File: config.mk
export PLATFORM = sky130hd
export DESIGN_NAME = irq_stat_unit
export DESIGN_NICKNAME = d
export VERILOG_FILES = /design/src/rtl/irq_pkg.sv /design/src/rtl/irq_xfer_win.sv /design/src/rtl/irq_pend_bank.sv /design/src/rtl/irq_out_ctl.sv /design/src/rtl/irq_stat_unit.sv
export SDC_FILE = /design/constraint.sdc
export NUM_CORES = 1
export LEC_CHECK = 0
export BUFFER_PORTS_ARGS = -buffer_cell sky130_fd_sc_hd__buf_2
export CAP_MARGIN = 0
export CORE_MARGIN = 10
export CORE_UTILIZATION = 45
export CTS_BUF_LIST = sky130_fd_sc_hd__clkbuf_4 sky130_fd_sc_hd__clkbuf_8
export CTS_CLUSTER_DIAMETER = 150
export CTS_CLUSTER_SIZE = 12
export DETAILED_ROUTE_END_ITERATION = 6
export HOLD_SLACK_MARGIN = 0.03
export MAX_ROUTING_LAYER = met4
export PLACE_DENSITY = 0.79
export SLEW_MARGIN = 15
export SYNTH_ARGS = -nofsm -noshare
export SYNTH_HDL_FRONTEND = slang
export SYNTH_SLANG_ARGS = --single-unit
export TNS_END_PERCENT = 50
File: constraint.sdc
create_clock -name clk -period 1.2 [get_ports clk]
set_input_delay 0.06 -clock clk [delete_from_list [all_inputs] [get_ports clk]]
set_output_delay 0.06 -clock clk [all_outputs]
set_load 0.01 [all_outputs]
File: src/rtl/irq_pkg.sv
package irq_pkg;
  localparam logic [1:0] OFS_STATUS = 2'd0;
  localparam logic [1:0] OFS_MASK   = 2'd1;
  localparam int BIT_OVF  = 0;
  localparam int BIT_WOPN = 1;
  localparam int BIT_EXT0 = 2;
endpackage

File: src/rtl/irq_xfer_win.sv
module irq_xfer_win (
  input  logic       clk,
  input  logic       rst_n,
  input  logic [1:0] chan_en,
  input  logic       win_open,
  input  logic       win_close,
  input  logic       xfer_access,
  output logic       wopen_evt,
  output logic       ovf_evt
);
  logic win_act, touched;
  logic open_ok;

  assign open_ok   = win_open && (chan_en != 2'b00);
  assign wopen_evt = open_ok;
  assign ovf_evt   = win_close && win_act && !(touched || xfer_access);

  always_ff @(posedge clk) begin
    if (!rst_n) begin
      win_act <= 1'b0;
      touched <= 1'b0;
    end else if (open_ok) begin
      win_act <= 1'b1;
      touched <= 1'b0;
    end else if (win_close) begin
      win_act <= 1'b0;
    end else if (win_act && xfer_access) begin
      touched <= 1'b1;
    end
  end

  AST_NO_OPEN_DISABLED: assert property (@(posedge clk) disable iff (!rst_n)
    (win_open && chan_en == 2'b00 && !win_act && !win_close) |=> !win_act) else $error("window opened with no channel");
  AST_ACCESS_NO_OVF: assert property (@(posedge clk) disable iff (!rst_n)
    (xfer_access && win_act) |-> !ovf_evt) else $error("overflow despite access");
endmodule

File: src/rtl/irq_pend_bank.sv
module irq_pend_bank #(
  parameter int DW      = 8,
  parameter int BYP_BIT = 7
) (
  input  logic          clk,
  input  logic          rst_n,
  input  logic [DW-1:0] evt,
  input  logic          mask_we,
  input  logic [DW-1:0] mask_wdata,
  input  logic          stat_clr,
  output logic [DW-1:0] mask_q,
  output logic [DW-1:0] vis,
  output logic          req
);
  logic [DW-1:0] pend;
  logic [DW-1:0] pin_sel;

  always_ff @(posedge clk) begin
    if (!rst_n)       mask_q <= '0;
    else if (mask_we) mask_q <= mask_wdata;
  end

  for (genvar i = 0; i < DW; i++) begin : g_bit
    if (i == BYP_BIT) begin : g_byp
      assign vis[i]     = pend[i];
      assign pin_sel[i] = 1'b0;
    end else begin : g_norm
      assign vis[i]     = pend[i] && !mask_q[i];
      assign pin_sel[i] = 1'b1;
    end

    always_ff @(posedge clk) begin
      if (!rst_n) pend[i] <= 1'b0;
      else        pend[i] <= (pend[i] && !(stat_clr && vis[i])) || evt[i];
    end

    AST_EVT_WINS: assert property (@(posedge clk) disable iff (!rst_n)
      evt[i] |=> pend[i]) else $error("event lost");
    AST_CLR_ON_READ: assert property (@(posedge clk) disable iff (!rst_n)
      (stat_clr && vis[i] && !evt[i]) |=> !pend[i]) else $error("read did not clear");
    AST_MASKED_HELD: assert property (@(posedge clk) disable iff (!rst_n)
      (pend[i] && !vis[i]) |=> pend[i]) else $error("masked event dropped");
  end

  assign req = |(vis & pin_sel);

  AST_MASK_WRITE: assert property (@(posedge clk) disable iff (!rst_n)
    mask_we |=> (mask_q == $past(mask_wdata))) else $error("mask write lost");
endmodule

File: src/rtl/irq_out_ctl.sv
module irq_out_ctl #(
  parameter int BLANK_CYC = 2
) (
  input  logic clk,
  input  logic rst_n,
  input  logic req,
  input  logic mask_we,
  output logic irq_n
);
  localparam int CW = $clog2(BLANK_CYC + 1);
  logic [CW-1:0] blank_cnt;

  always_ff @(posedge clk) begin
    if (!rst_n)                blank_cnt <= '0;
    else if (mask_we && req)   blank_cnt <= CW'(BLANK_CYC);
    else if (blank_cnt != '0)  blank_cnt <= blank_cnt - 1'b1;
  end

  assign irq_n = !req || (blank_cnt != '0);

  AST_IDLE_HIGH: assert property (@(posedge clk) disable iff (!rst_n)
    !req |-> irq_n) else $error("irq without request");
  if (BLANK_CYC >= 2) begin : g_chk
    AST_BLANK_FIRST: assert property (@(posedge clk) disable iff (!rst_n)
      (mask_we && req) |=> irq_n) else $error("no blank cycle 1");
    AST_BLANK_SECOND: assert property (@(posedge clk) disable iff (!rst_n)
      (mask_we && req) |=> ##1 irq_n) else $error("no blank cycle 2");
  end
endmodule

File: src/rtl/irq_stat_unit.sv
module irq_stat_unit #(
  parameter int N_EXT     = 5,
  parameter int BLANK_CYC = 2
) (
  input  logic             clk,
  input  logic             rst_n,
  input  logic [1:0]       bus_addr,
  input  logic             bus_rd,
  input  logic             bus_wr,
  input  logic [N_EXT+2:0] bus_wdata,
  output logic [N_EXT+2:0] bus_rdata,
  output logic             irq_n,
  input  logic [N_EXT-1:0] ext_evt,
  input  logic             frame_evt,
  input  logic [1:0]       chan_en,
  input  logic             win_open,
  input  logic             win_close,
  input  logic             xfer_access
);
  import irq_pkg::*;
  localparam int DW      = N_EXT + 3;
  localparam int BYP_BIT = DW - 1;

  logic          wopen_evt, ovf_evt, req, stat_clr, mask_we;
  logic [DW-1:0] evt, mask_q, vis;

  assign stat_clr = bus_rd && (bus_addr == OFS_STATUS);
  assign mask_we  = bus_wr && (bus_addr == OFS_MASK);
  assign evt      = {frame_evt, ext_evt, wopen_evt, ovf_evt};

  irq_xfer_win u_win (
    .clk(clk), .rst_n(rst_n), .chan_en(chan_en), .win_open(win_open),
    .win_close(win_close), .xfer_access(xfer_access),
    .wopen_evt(wopen_evt), .ovf_evt(ovf_evt)
  );

  irq_pend_bank #(.DW(DW), .BYP_BIT(BYP_BIT)) u_bank (
    .clk(clk), .rst_n(rst_n), .evt(evt), .mask_we(mask_we),
    .mask_wdata(bus_wdata), .stat_clr(stat_clr),
    .mask_q(mask_q), .vis(vis), .req(req)
  );

  irq_out_ctl #(.BLANK_CYC(BLANK_CYC)) u_out (
    .clk(clk), .rst_n(rst_n), .req(req), .mask_we(mask_we), .irq_n(irq_n)
  );

  always_comb begin
    unique case (bus_addr)
      OFS_STATUS: bus_rdata = vis;
      OFS_MASK:   bus_rdata = mask_q;
      default:    bus_rdata = '0;
    endcase
  end

  AST_FRAME_NO_PIN: assert property (@(posedge clk) disable iff (!rst_n)
    (vis[BYP_BIT-1:0] == '0) |-> irq_n) else $error("frame bit drove pin");
  AST_OVF_NEEDS_CLOSE: assert property (@(posedge clk) disable iff (!rst_n)
    (!vis[BIT_OVF] && !mask_q[BIT_OVF] && !win_close) |=> !vis[BIT_OVF]) else $error("overflow w/o close");
endmodule

Word-level counts from Yosys, hierarchy flattened:

Cells that the tools add are included.

* register bits after elaboration: 20
* output and inout bits: 9

* add/sub/neg operators: 1
* equality and inequality tests: 1
* multiplexer cells: 5
* bitwise operators: 2
* reduce and logical (&&, ||, !) cells: 66

Operators with widths (number)
* logical AND 1 bit: 30
* logical NOT 1 bit: 17
* one-hot mux 8 bit (2 select lines): 1
* logical OR 1 bit: 10
* nonzero test 2 bit: 4
* OR reduction 7 bit: 1
* two-way mux 2 bit: 2
* OR reduction 2 bit: 2
* == test 2 x 1 -> 1 bit, second input constant: 1
* logical NOT 2 bit: 1
* two-way mux 1 bit: 2
* NOT 1 bit: 2
* AND reduction 2 bit: 1
* subtractor 2 x 1 -> 2 bit, second input constant: 1

Longest topological paths before layout:

* word-level depth: 6
* gate-level depth with buffers: 6
* mapped depth without buffers: 4

Cells and area by module:

A second synthesis with hierarchy kept.

* cells, all modules: 106
* area total of the unflattened synthesis: 992.2 µm²

By module, submodules not included
* irq_pend_bank: times used 1, cells an instance 68, area an instance 679.4 µm², seq. area each 320.3 µm²
* irq_stat_unit: times used 1, cells an instance 21, area an instance 141.4 µm², seq. area each 0.0 µm²
* irq_xfer_win: times used 1, cells an instance 9, area an instance 93.8 µm², seq. area each 40.0 µm²
* irq_out_ctl: times used 1, cells an instance 8, area an instance 77.6 µm², seq. area each 40.0 µm²

Worst setup path after synthesis:

No wires, ideal clock.

* path type: register -> register
* from: register u_bank.mask_q[3]
* to: register u_out.blank_cnt[1]
* setup time: 0.115 ns
* arrival time: 1.090 ns
* path slack: -0.006 ns
* cell stages (with the launch flop): 5
* path buffers: 0
* clock period less this slack: 1.206 ns
* path through: dfxtp_1 inv_2 a222oi_1 nand4_1 a31o_1

* cells in the longest elaborated chain, start to end: 5
* elaborated cells between the ends (all ways): 6
* classes of those cells: mux (1); reduce/logical (5)

Ends and longest elaborated chain
* start, declared: RTL line irq_pend_bank.sv:11 `output logic [DW-1:0] mask_q,`
* start signal, assigned: RTL line irq_pend_bank.sv:20 `else if (mask_we) mask_q <= mask_wdata;`
* logical NOT 1 bit *: RTL line irq_pend_bank.sv:28 `assign vis[i] = pend[i] && !mask_q[i];`
* logical AND 1 bit *: RTL line irq_pend_bank.sv:28
* OR reduction 7 bit *: RTL line irq_pend_bank.sv:45 `assign req = |(vis & pin_sel);`
* logical AND 1 bit *: RTL line irq_out_ctl.sv:15 `else if (mask_we && req) blank_cnt <= CW'(BLANK_CYC);`
* two-way mux 2 bit or nonzero test 2 bit (tied branches)
* end signal, assigned: RTL line irq_out_ctl.sv:15
* end signal, assigned: RTL line irq_out_ctl.sv:16 `else if (blank_cnt != '0) blank_cnt <= blank_cnt - 1'b1;`
* end, declared: RTL line irq_out_ctl.sv:11 `logic [CW-1:0] blank_cnt;`

Mark *: on every way between the ends. The rest lies on a longest branch, timed or not.
A chain may end at the register's enable or synchronous reset.

Worst setup path after layout:

* from: register u_bank.mask_q[1]
* to: output irq_n

* cells in the longest elaborated chain, start to end: 5

Ends and longest elaborated chain
* logical NOT 1 bit: RTL line irq_pend_bank.sv:28
* logical AND 1 bit: RTL line irq_pend_bank.sv:28
* OR reduction 7 bit: RTL line irq_pend_bank.sv:45
* logical NOT 1 bit: RTL line irq_out_ctl.sv:19 `assign irq_n = !req || (blank_cnt != '0);`
* logical OR 1 bit: RTL line irq_out_ctl.sv:19
* end, declared: RTL line irq_stat_unit.sv:12 `output logic irq_n,`

Every way passes these cells.

==> flow_summary_export.csv <==
group,metric,value,unit
critical_path,crit_required,1.14,ns
floorplanning,die_w,65.9,µm
min_path,hp-start,"xfer_access",
timing,fin_ws,-0.303,ns
yosys,synth_xor_area_share,0,%
floorplanning,initial_core_util,47.8,%
timing,finalSetupViolations,8,
power_and_ir_drop,vdd_drop_max,738,µV
timing,rsz0062_at_grt,"true",
critical_path,cp.arrival,1.44,ns
detailed_routing,drt-total-wl,2870,µm
global_route,track_usage,14.1,%
detailed_routing,route.detailed.wl_per_inst,13.8,µm
global_route,grt_overflow,0,
placement,place_hpwl,1930,µm
yosys,synth_top_area_share,42.3,%
min_path,min_to,"u_win.touched",
yosys,avgSynthCellArea,7.64,µm²
yosys,ys_warn_count,0,
floorplanning,fp.coreArea,0.00198,mm²
outcome,status,"complete, but fails checks",
critical_path,crit_path_cell_trace,"inv_2 -> a222oi_1 -> nand4_1 -> nand2_1 -> buf_2",
placement,gp_routability_congestion,0.841,
critical_path,slowest_delay,0.35,ns
critical_path,crit_buf_inv,2,
placement,dp_cells,188,
cts,cts_sinks,20,
cts,htreeDepth,1,
yosys,yosys.area_share.simple,24.8,%
layout,area_growth,50.6,%
power_and_ir_drop,p_leak,0.618,nW
layout,final_area,0.00143,mm²
timing,min_period,1.50,ns
cts,clk_pin_slew,0.10,ns
cts,root_buffer,"clkbuf_4",
timing,timing.slew.headroom,72.8,%
detailed_routing,first_pass_iters,5,
cts,clock_latency,0.30,ns
timing,hold_viol_final,0,
yosys,synthCells,124,
power_and_ir_drop,p_per_area,909,mW/mm²
floorplanning,die-area,0.00434,mm²
critical_path,critPathTopFamily,"flip-flops",
yosys,synth-seq-area-share,42.3,%
critical_path,r2r_start,"u_bank.mask_q[1]",
global_route,grt_max_degree,22,
min_path,hp-class,"in2reg",
yosys,synth_top_family_by_area,"compound AO/OA/AOI/OAI gates",
cts,max-clock-path-buffers,2,
yosys,synth.area.mux_share,1.06,%
run,max_cap_viol_count,0,
cts,cts_buffers,3,
timing,fmax,0.665,GHz
floorplanning,rows,16,
timing,period_share,125,%
yosys,synth_seq_cells,20,
detailed_routing,drc,0,
yosys,synth_compound_area_share,26.9,%
yosys,ys_types,23,
critical_path,critPathCaptureType,"output pin",
yosys,yosys.area.top_type,"dfxtp_1",
timing,worst_slew_pin_slew,0.403,ns
layout,antennaDiodeCount,0,
yosys,syn-cell-area,947,µm²
critical_path,crit_path_start_kind,"flip-flop",
timing,clock_skew,0.00349,ns
outcome,violations,"setup timing",
placement,place_area,0.00119,mm²
critical_path,r2r_cells,5,
yosys,synthAdderAreaFrac,0,%
floorplanning,pin_count,34,
global_route,antenna_found_initial,0,
layout,nNetsFinal,208,
global_route,grt_pass1_wl,4770,µm
layout,drive_gt1_share,37.0,%
detailed_routing,postRouteAntennaNets,0,
critical_path,cpMaxStageDelayCell,"dfxtp_2",
placement,portBuffers,33,
critical_path,rrSetupSlack,-0.20,ns
detailed_routing,viasPerCell,5.07,
timing,drv_slew,0,
detailed_routing,dr_total_vias,1055,
detailed_routing,drt_iter0_drc,60,
floorplanning,fp.dieH,65.9,µm
cts,cts_tree,"yes",
critical_path,r2r_end,"u_out.blank_cnt[1]",
global_route,first_global_vias,1089,
yosys,synth_nets,149,
layout,finalNonFillerCells,208,
min_path,hold_path_depth,3,
placement,pre_cts_slack,-0.0882,ns
yosys,ys_top_cells_by_area,"dfxtp_1, nand2_1, a21boi_0",
critical_path,path_class,"reg2out",
critical_path,crit_fanout,2,
==> synth_stat cells <==
master	count
nand2_1	35
dfxtp_1	20
a21boi_0	11
nor2_1	10
o21a_1	10
a21oi_1	8
buf_2	4
inv_1	4
o21ai_0	4
nor2b_1	3
clkbuf_1	2
nand2b_1	2
a211oi_2	1
a222oi_1	1
a31o_1	1
a31oi_1	1
and3_1	1
inv_2	1
mux2i_1	1
nand4_1	1
nor2_2	1
or2_2	1
or4b_1	1
==> registers in the layout, summed over array words and instances, names as in the netlist <==
name / cells
u_bank.mask_q: 8
u_bank.pend: 7
u_out.blank_cnt: 2
u_bank.vis: 1
u_win.touched: 1
u_win.win_act: 1
==> cell type report <==
class / instances / area [µm²]
Tap cell: 27 / 33.8
Timing Repair Buffer: 60 / 410
Sequential cell: 20 / 409
Multi-Input combinational cell: 93 / 532
Inverter: 5 / 18.8
Fill cell: 158 / 556
Clock buffer: 3 / 22.5
==> cell families (layout without fill, tap and decap cells) <==
logic type	Yosys count	count (layout)
AO/OA/AOI/OAI	37	37
AND/OR/NAND/NOR	55	55
flip-flops	20	20
multiplexers	1	1
buffers and inverters	11	68
==> metrics by stage <==
step                      TNS [ns]  utilization (%)  power, W  hold slack [ns]
after floorplan                  0                -  0.000846            0.184
after global placement     -0.0223             60.2  0.000934            0.268
after detailed placement    -0.107             60.2  0.000942            0.274
after CTS                   -0.709             69.9   0.00129           0.0343
after global routing         -1.45             72.0   0.00136           0.0501
final                       -0.743             72.0   0.00130           0.0370
==> worst reg2reg max path: stages (launching register included) <==
cell	delay, ns
dfxtp_2	0.35
inv_2	0.03
a222oi_1	0.35
nand4_1	0.17
buf_4	0.18
a31o_1	0.21
==> per-layer routing <==
layer	GRT usage (%)	vias up	part of all wire [%]
met1	15.4	492	40
met2	23.4	31	52
li1	-	527	-
met5	-	-	0
met4	5.61	0	1.5
met3	4.07	5	6.8
==> how the worst max path moves through the flow <==
| stage | start | to | slack (ns) | depth (start not counted) |
|---|---|---|---|---|
| 2_1_floorplan | u_bank.mask_q[3] | u_out.blank_cnt[1] | 0.0002 | 4 |
| 3_3_place_gp | u_bank.mask_q[3] | u_out.blank_cnt[1] | -0.02 | 4 |
| 6_report | u_bank.mask_q[1] | irq_n | -0.30 | 5 |
| 4_1_cts | u_bank.mask_q[1] | irq_n | -0.27 | 5 |
| 5_1_grt | u_bank.mask_q[1] | irq_n | -0.40 | 5 |
| 3_5_place_dp | u_bank.mask_q[3] | u_out.blank_cnt[1] | -0.09 | 4 |
==> power by group <==
group          switching (W)  internal (W)
Combinational       0.000124      0.000149
Sequential         0.0000217      0.000697
Clock               0.000188      0.000117
Total               0.000334      0.000963
==> what timing repair did <==
action / in CTS / in global routing
setup buffers: 2 / 2
hold buffers: 14 / 0
gates resized for setup: 6 / 13
pin swaps: 5 / 7
setup endpoints to repair: 9 / 10
hold endpoints to repair: 14 / 0
==> layout by cell type, fill, tap and decap left out, drive strengths merged <==
cell,instances
nand4,1
o21ai,4
nor2,11
nand2,35
buf,46
or4b,1
nand2b,2
o21a,10
or2,1
a21boi,11
nor2b,3
inv,5
and3,1
clkbuf,3
a31oi,1
a31o,1
a222oi,1
dlygate4sd3,14
mux2i,1
a211oi,1
a21oi,8
dfxtp,20
Note: power is estimated with default switching activity, not from simulation.
